`config.mk`:
```
export PLATFORM = sky130hd
export DESIGN_NAME = alarm_irq_ctrl
export DESIGN_NICKNAME = d
export VERILOG_FILES = /design/src/rtl/alarm_irq_pkg.sv /design/src/rtl/alm_field_cmp.sv /design/src/rtl/irq_ctrl_regs.sv /design/src/rtl/irq_flag_bank.sv /design/src/rtl/alarm_irq_ctrl.sv
export SDC_FILE = /design/constraint.sdc
export NUM_CORES = 1
export LEC_CHECK = 0
export BUFFER_PORTS_ARGS = -buffer_cell sky130_fd_sc_hd__buf_2
export CAP_MARGIN = 20
export CORE_MARGIN = 3
export CORE_UTILIZATION = 46
export CTS_CLUSTER_DIAMETER = 30
export DETAILED_ROUTE_END_ITERATION = 12
export PLACE_DENSITY = 0.75
export REMOVE_ABC_BUFFERS = 1
export SLEW_MARGIN = 20
export SYNTH_ARGS = -nofsm -noshare
export SYNTH_HDL_FRONTEND = slang
export SYNTH_SLANG_ARGS = --single-unit
```
`constraint.sdc`:
```
create_clock -name clk -period 1.3 [get_ports clk]
set_clock_uncertainty 0.05 [all_clocks]
set_input_delay 0.26 -clock clk [delete_from_list [all_inputs] [get_ports clk]]
set_output_delay 0.26 -clock clk [all_outputs]
set_load 0.01 [all_outputs]
```
`src/rtl/alarm_irq_pkg.sv`:
```
package alarm_irq_pkg;
  localparam int ADDR_W = 2;
  localparam int NFIELD = 3;

  typedef enum logic [ADDR_W-1:0] {
    SEL_ASEC = 2'd0,
    SEL_AMIN = 2'd1,
    SEL_AHR  = 2'd2,
    SEL_CTRL = 2'd3
  } reg_sel_e;

  // field order matches status bits 6,5,4
  typedef struct packed {
    logic per;
    logic alm;
    logic upd;
  } evt_t;

  localparam int CB_HOLD = 7;
  localparam int CB_PER  = 6;
  localparam int CB_ALM  = 5;
  localparam int CB_UPD  = 4;
  localparam int CB_SQW  = 3;
endpackage

```
`src/rtl/alm_field_cmp.sv`:
```
module alm_field_cmp #(
  parameter int DW = 8
) (
  input  logic [DW-1:0] alarm_b,
  input  logic [DW-1:0] time_b,
  output logic          hit
);
  localparam logic [1:0] WILD = 2'b11;

  logic wild;
  assign wild = (alarm_b[DW-1:DW-2] == WILD);
  assign hit  = wild || (alarm_b == time_b);
endmodule

```
`src/rtl/irq_ctrl_regs.sv`:
```
module irq_ctrl_regs
  import alarm_irq_pkg::*;
#(
  parameter int DW = 8
) (
  input  logic                      clk,
  input  logic                      rst,
  input  logic                      wr_en,
  input  logic [ADDR_W-1:0]         wr_addr,
  input  logic [DW-1:0]             wr_data,
  output logic [NFIELD-1:0][DW-1:0] alarm_q,
  output evt_t                      en_q,
  output evt_t                      en_n,
  output logic                      hold_q,
  output logic                      sqw_q
);
  logic ctrl_wr;
  logic hold_n, sqw_n;

  assign ctrl_wr = wr_en && (wr_addr == SEL_CTRL);

  genvar gi;
  generate
    for (gi = 0; gi < NFIELD; gi++) begin : g_alarm
      always_ff @(posedge clk) begin
        if (rst)
          alarm_q[gi] <= '0;
        else if (wr_en && (wr_addr == ADDR_W'(gi)))
          alarm_q[gi] <= wr_data;
      end
    end
  endgenerate

  always_comb begin
    en_n   = en_q;
    hold_n = hold_q;
    sqw_n  = sqw_q;
    if (ctrl_wr) begin
      hold_n  = wr_data[CB_HOLD];
      en_n.per = wr_data[CB_PER];
      en_n.alm = wr_data[CB_ALM];
      en_n.upd = wr_data[CB_UPD] & ~wr_data[CB_HOLD];
      sqw_n   = wr_data[CB_SQW];
    end
  end

  always_ff @(posedge clk) begin
    if (rst) begin
      en_q   <= '0;
      hold_q <= 1'b0;
      sqw_q  <= 1'b0;
    end else begin
      en_q   <= en_n;
      hold_q <= hold_n;
      sqw_q  <= sqw_n;
    end
  end
endmodule

```
`src/rtl/irq_flag_bank.sv`:
```
module irq_flag_bank
  import alarm_irq_pkg::*;
#(
  parameter int DW = 8
) (
  input  logic          clk,
  input  logic          rst,
  input  evt_t          ev,
  input  evt_t          en_n,
  input  logic          rd_stat,
  output logic [DW-1:0] stat_q,
  output logic          irq_q
);
  localparam int PAD_W = DW - 4;

  evt_t flg_q, flg_n, pnd_q, pnd_n;
  logic rd_d, rd_end, irqf_n;

  assign rd_end = rd_d & ~rd_stat;

  always_comb begin
    if (rd_stat) begin
      flg_n = flg_q;
      pnd_n = pnd_q | ev;
    end else if (rd_end) begin
      flg_n = pnd_q | ev;
      pnd_n = '0;
    end else begin
      flg_n = flg_q | ev;
      pnd_n = '0;
    end
    irqf_n = |(flg_n & en_n);
  end

  always_ff @(posedge clk) begin
    if (rst) begin
      flg_q  <= '0;
      pnd_q  <= '0;
      rd_d   <= 1'b0;
      irq_q  <= 1'b0;
      stat_q <= '0;
    end else begin
      flg_q <= flg_n;
      pnd_q <= pnd_n;
      rd_d  <= rd_stat;
      irq_q <= irqf_n;
      if (!rd_stat)
        stat_q <= {irqf_n, flg_n, {PAD_W{1'b0}}};
    end
  end
endmodule

```
`src/rtl/alarm_irq_ctrl.sv`:
```
module alarm_irq_ctrl
  import alarm_irq_pkg::*;
#(
  parameter int DW = 8
) (
  input  logic              clk,
  input  logic              rst,
  input  logic              per_evt,
  input  logic              upd_done,
  input  logic [DW-1:0]     cur_sec,
  input  logic [DW-1:0]     cur_min,
  input  logic [DW-1:0]     cur_hr,
  input  logic              wr_en,
  input  logic [ADDR_W-1:0] wr_addr,
  input  logic [DW-1:0]     wr_data,
  input  logic              rd_stat,
  output logic [DW-1:0]     stat_q,
  output logic [DW-1:0]     ctrl_q,
  output logic              irq_pull_low
);
  localparam int CPAD_W = DW - 5;

  logic [NFIELD-1:0][DW-1:0] alarm_q;
  logic [NFIELD-1:0][DW-1:0] cur_t;
  logic [NFIELD-1:0]         hit;
  evt_t en_q, en_n, ev;
  logic hold_q, sqw_q;

  assign cur_t = {cur_hr, cur_min, cur_sec};

  irq_ctrl_regs #(.DW(DW)) u_regs (
    .clk     (clk),
    .rst     (rst),
    .wr_en   (wr_en),
    .wr_addr (wr_addr),
    .wr_data (wr_data),
    .alarm_q (alarm_q),
    .en_q    (en_q),
    .en_n    (en_n),
    .hold_q  (hold_q),
    .sqw_q   (sqw_q)
  );

  genvar gf;
  generate
    for (gf = 0; gf < NFIELD; gf++) begin : g_cmp
      alm_field_cmp #(.DW(DW)) u_cmp (
        .alarm_b (alarm_q[gf]),
        .time_b  (cur_t[gf]),
        .hit     (hit[gf])
      );
    end
  endgenerate

  assign ev.per = per_evt;
  assign ev.upd = upd_done;
  assign ev.alm = upd_done & (&hit);

  irq_flag_bank #(.DW(DW)) u_flags (
    .clk     (clk),
    .rst     (rst),
    .ev      (ev),
    .en_n    (en_n),
    .rd_stat (rd_stat),
    .stat_q  (stat_q),
    .irq_q   (irq_pull_low)
  );

  assign ctrl_q = {hold_q, en_q.per, en_q.alm, en_q.upd, sqw_q, {CPAD_W{1'b0}}};
endmodule

```
## Yosys cells after proc, flatten, opt, wreduce, memory -nomap -nowiden

Cells that the tools add are included.
Widths: inputs -> output; s select.

- Reduce and logical (&&, ||, !) cells: 11
- Mux-type cells: 3
- Equal/unequal tests: 9
- Bitwise logic cells: 8

Operators with widths:

| cell | count |
|---|---|
| $eq 8x8->1 | 3 |
| $eq 2x2->1 const B | 5 |
| $mux 3 | 3 |
| $or 3x3->3 | 2 |
| $logic_and 1x1->1 | 4 |
| $and 1x1->1 | 3 |
| $and 3x3->3 | 1 |
| $logic_or 1x1->1 | 3 |
| $reduce_and 3->1 | 1 |
| $reduce_or 3->1 | 1 |
| $eq 2x1->1 const B | 1 |
| $logic_not 2->1 | 1 |
| $not 1->1 | 2 |
| $reduce_or 2->1 | 1 |

- Register bits: 41
- Logic and storage cells: 48
- Output and inout port bits: 17
- Input port bits: 40

## Depth between registers and ports, before layout

- Depth in word-level cells: 9
- Gate-level depth with buffers: 6
- Mapped depth without buffers: 5

## Hierarchy

A second synthesis with hierarchy kept.

- Cells, all modules: 218
- Area total of the unflattened synthesis: 2144.6 µm²

Modules (own cells, without submodules):

| module | instances | sequential area each (µm²) | area each (µm²) | cells an instance |
|---|---|---|---|---|
| irq_ctrl_regs | 1 | 580.6 | 1243.7 | 114 |
| irq_flag_bank | 1 | 240.2 | 576.8 | 61 |
| alm_field_cmp | 3 | 0.0 | 91.3 | 12 |
| alarm_irq_ctrl | 1 | 0.0 | 50.0 | 7 |

## Least setup slack after synthesis

No wires, ideal clock.

- Path type: register to register
- From: reg u_flags.rd_d
- To: reg u_flags.stat_q[7]
- Required time: 1.116 ns
- Stages on the path, launching flop included: 7
- Clock period less this slack: 1.391 ns
- Library setup time: 0.134 ns
- Arrival time: 1.207 ns
- Buffers on the path: 1
- Path slack: -0.091 ns
- Path through: dfxtp_1 > buf_6 > or3b_1 > a21oi_1 > nor4_1 > nor2_1 > a311oi_2

- Cells in the longest elaborated chain, start to end: 5

Ends and longest elaborated chain:

| item | line | text |
|---|---|---|
| from (decl) | irq_flag_bank.sv:17 | `logic rd_d, rd_end, irqf_n;` |
| from (signal assigned) | irq_flag_bank.sv:45 | `rd_d <= rd_stat;` |
| $and 1x1->1 | irq_flag_bank.sv:19 | `assign rd_end = rd_d & ~rd_stat;` |
| $mux 3 | irq_flag_bank.sv:25 | `end else if (rd_end) begin` |
| $mux 3 | irq_flag_bank.sv:22 | `if (rd_stat) begin` |
| $and 3x3->3 | irq_flag_bank.sv:32 | `irqf_n = \|(flg_n & en_n);` |
| $reduce_or 3->1 | irq_flag_bank.sv:32 |  |
| to (signal assigned) | irq_flag_bank.sv:48 | `stat_q <= {irqf_n, flg_n, {PAD_W{1'b0}}};` |
| to (decl) | irq_flag_bank.sv:11 | `output logic [DW-1:0] stat_q,` |

No other way between the ends.
A chain may end at the register's enable or synchronous reset.

## Final worst setup path

- From: reg u_regs.alarm_q[23] (netlist name)
- To: reg u_flags.stat_q[7]

- Cells in the longest elaborated chain, start to end: 9
- Elaborated cells on any way between the ends: 11
- Those cells by class: eq/ne: 2; mux: 2; bitwise: 4; reduce/logical: 3

Ends and longest elaborated chain:

| item | line | text |
|---|---|---|
| from (decl) | irq_ctrl_regs.sv:11 | `output logic [NFIELD-1:0][DW-1:0] alarm_q,` |
| from (signal, indexed assignment) | irq_ctrl_regs.sv:29 | `alarm_q[gi] <= wr_data;` |
| $eq 8x8->1 / $eq 2x2->1 (equally long branches) | alm_field_cmp.sv:12, alm_field_cmp.sv:11 |  |
| $logic_or 1x1->1 * | alm_field_cmp.sv:12 | `assign hit = wild \|\| (alarm_b == time_b);` |
| $reduce_and 3->1 * | alarm_irq_ctrl.sv:57 | `assign ev.alm = upd_done & (&hit);` |
| $and 1x1->1 * | alarm_irq_ctrl.sv:57 |  |
| $or 3x3->3 (on tied branches) | irq_flag_bank.sv:29, irq_flag_bank.sv:26 |  |
| $mux 3 * | irq_flag_bank.sv:25 |  |
| $mux 3 * | irq_flag_bank.sv:22 |  |
| $and 3x3->3 * | irq_flag_bank.sv:32 |  |
| $reduce_or 3->1 * | irq_flag_bank.sv:32 |  |

Every way passes the cells marked *; elsewhere a longest branch is shown, timed or not.

==> results.toml <==
[finish]
drive_above_1_share = 0.428
nNetsFinal = 322
fin_cells = 333
final_area_sq_um = 2630
n_antenna_cell = 0
nFillCells = 344
syn_to_final_growth_pct = 33.2

[synthesis]
netlist_area_sq_um = 1970
synthTopCellsByArea = "dfxtp_1 42%, mux2i_1 15%, xnor2_1 11%"
synth_most_common_cell = "dfxtp_1"
syn_inst = 206
netlist_top_cells_count = "41 x dfxtp_1, 37 x nor2_1, 29 x mux2i_1"
synth_edf_count = 0
synth.distinct_cells = 41
yosysSeqAreaShare = 0.416
avgSynthCellArea_sq_um = 9.58
synth-seq-cells = 41
synth_top_area_frac = 0.416
synthArstFlopShare = 0
ys_dominant_reg_cell = "dfxtp_1"
yosysTopAreaCell = "dfxtp_1"
yosys_warnings = 0

[pwr]
p_per_area_nw_per_um2 = 1020
irDropWorstVdd_uv = 756
p_leak_nw = 1.25

[outcome]
status = "finished, violations left"
violations = "negative setup slack"

[worst_setup_path]
worst_setup_path_start_kind = "flip-flop"
worstPathRequired_ps = 1460
cp-end-kind = "flip-flop"
arrival_ps = 1700
crit_fanout = 2
worstSetupPathType = "reg -> reg"

[clock_network]
clock_latency_ps = 290
cts_buffer_depth = 2
cts_tree = "built"
cts_sinks = 41
hold_buffers = 0
clk_pin_slew_ps = 70
cts.htree.levels = 2
cts-root-buf = "clkbuf_8"
cts_buffers = 5

[place]
placed_cell_area_sq_um = 2390
port_buffers = 49
gp_congestion = 0.801
dp_hpwl_mm = 3.31
place_inst = 319

[floorplanning]
core-area_sq_um = 4060
io_pins = 57
core.rowCount = 23
die_y_microns = 71.5
initial_core_util = 0.486
die_w_microns = 71.5
dieArea_sq_um = 5110

[routing]
post_drt_wl_per_cell_microns = 13.2
route.detailed.drc = 0
vias = 1616
ant_nets = 0
drt_iter0_drc = 50
dr.pass1.iters = 4
vias_per_cell = 4.85
routed_wl_mm = 4.40

[run]
max_cap_viol_count = 0

[grt]
grt_max_degree = 25
grt_pass1_wl_mm = 7.33
antenna_found_initial = 0
grt_pass1_vias = 1643
grt.overflow.total = 0
grt_use_total = 0.186

[timing]
layout_min_cycle_time_ps = 1540
post-route-period-util = 1.19
fin_setup_tns_ps = -1020
hold_viol_final = 0
setup_ws_ps = -243
setup_viol = 5
slew_violations = 0
rsz0062_at_grt = "true"
fmax_mhz = 648

[worst_hold_path]
min_path_type = "in -> reg"
[worst max-delay path: stages, from the launching register on]
cell,delay [ps]
dfxtp_1,330
xnor2_1,160
nand4_1,160
o21ai_1,220
buf_4,140
nand4b_1,120
a311oi_2,280
[power by group]
part	total, mW	switching (mW)	leakage (nW)	internal (mW)
registers	1.35	0.0360	0.340	1.31
logic	0.439	0.204	0.853	0.235
clock network	0.887	0.408	0.0542	0.479
[state kept, by name (all words and copies together) (netlist names)]
signal and cells:
u_flags.pnd_q 3, u_regs.alarm_q 24, u_flags.flg_q 3, u_flags.rd_d 1
u_flags.irq_q 1, u_regs.sqw_q 1, u_regs.hold_q 1, u_regs.en_q 3
u_flags.stat_q 4
[timing repair]
| action | CTS | global route |
|---|---|---|
| endpoints found under the setup margin | 5 | 6 |
| gates resized for setup | 19 | 5 |
| setup buffers | 4 | 2 |
| pin swaps | 23 | 8 |
| endpoints found under the hold margin | 0 | 0 |
[cell type report]
type	instances	area (sq um)	share of cell area
multi-input combinational	144	1070	0.408
inverter	9	46.3	0.0176
tap	50	62.6	0.0238
clock inverter	1	5.00	0.00190
timing repair buffer	81	510	0.194
clock buffer	7	96.3	0.0366
sequential	41	835	0.317
[routing by layer]
| layer | track usage | vias up | wire length, microns |
|---|---|---|---|
| li1 | - | 831 | - |
| met1 | 0.231 | 739 | 1890 |
| met2 | 0.304 | 40 | 2200 |
| met3 | 0.0519 | 6 | 233 |
| met4 | 0.0752 | 0 | 80 |
| met5 | 0 | - | 0 |
[through the flow]
| stage | setup WS (ps) | hold slack, ps | utilization | total power [mW] |
|---|---|---|---|---|
| finish | -243 | 178 | 0.648 | 2.67 |
| global route | -344 | 164 | 0.648 | 2.81 |
| CTS | -167 | 173 | 0.636 | 2.69 |
| detailed placement | -267 | 410 | 0.590 | 1.78 |
| global placement | -237 | 405 | 0.590 | 1.77 |
| floorplan | -352 | 278 | - | 1.57 |
[logic make-up after synthesis]
family,count (synthesis),synth area share
mux,30,0.155
buf+inv,27,0.0894
compound gates,19,0.0691
simple gates,64,0.162
xor+xnor,24,0.107
other cells,1,0.00190
flops,41,0.416
[cells in the final DEF, fill, tap and decap left out, drive strengths merged, types with 2 or more instances in the layout]
cell,n
buf,81
dfxtp,41
nor2,37
mux2i,29
xnor2,24
inv,8
nand4,7
conb,7
clkbuf,7
o21ai,6
nand2,4
nor2b,4
a21oi,3
a221oi,3
nand3b,2
clkinv,2
nand3,2
[worst paths after layout]
kind                        to  slack [ps]               start  cells past startpoint
max          u_flags.stat_q[7]        -240  u_regs.alarm_q[23]                      6
min          u_flags.stat_q[5]         180                 rst                      2
max reg2reg  u_flags.stat_q[7]        -240  u_regs.alarm_q[23]                      6
min reg2reg  u_flags.stat_q[4]         420   u_flags.stat_q[4]                      2
Note: power is estimated with default switching activity, not from simulation.
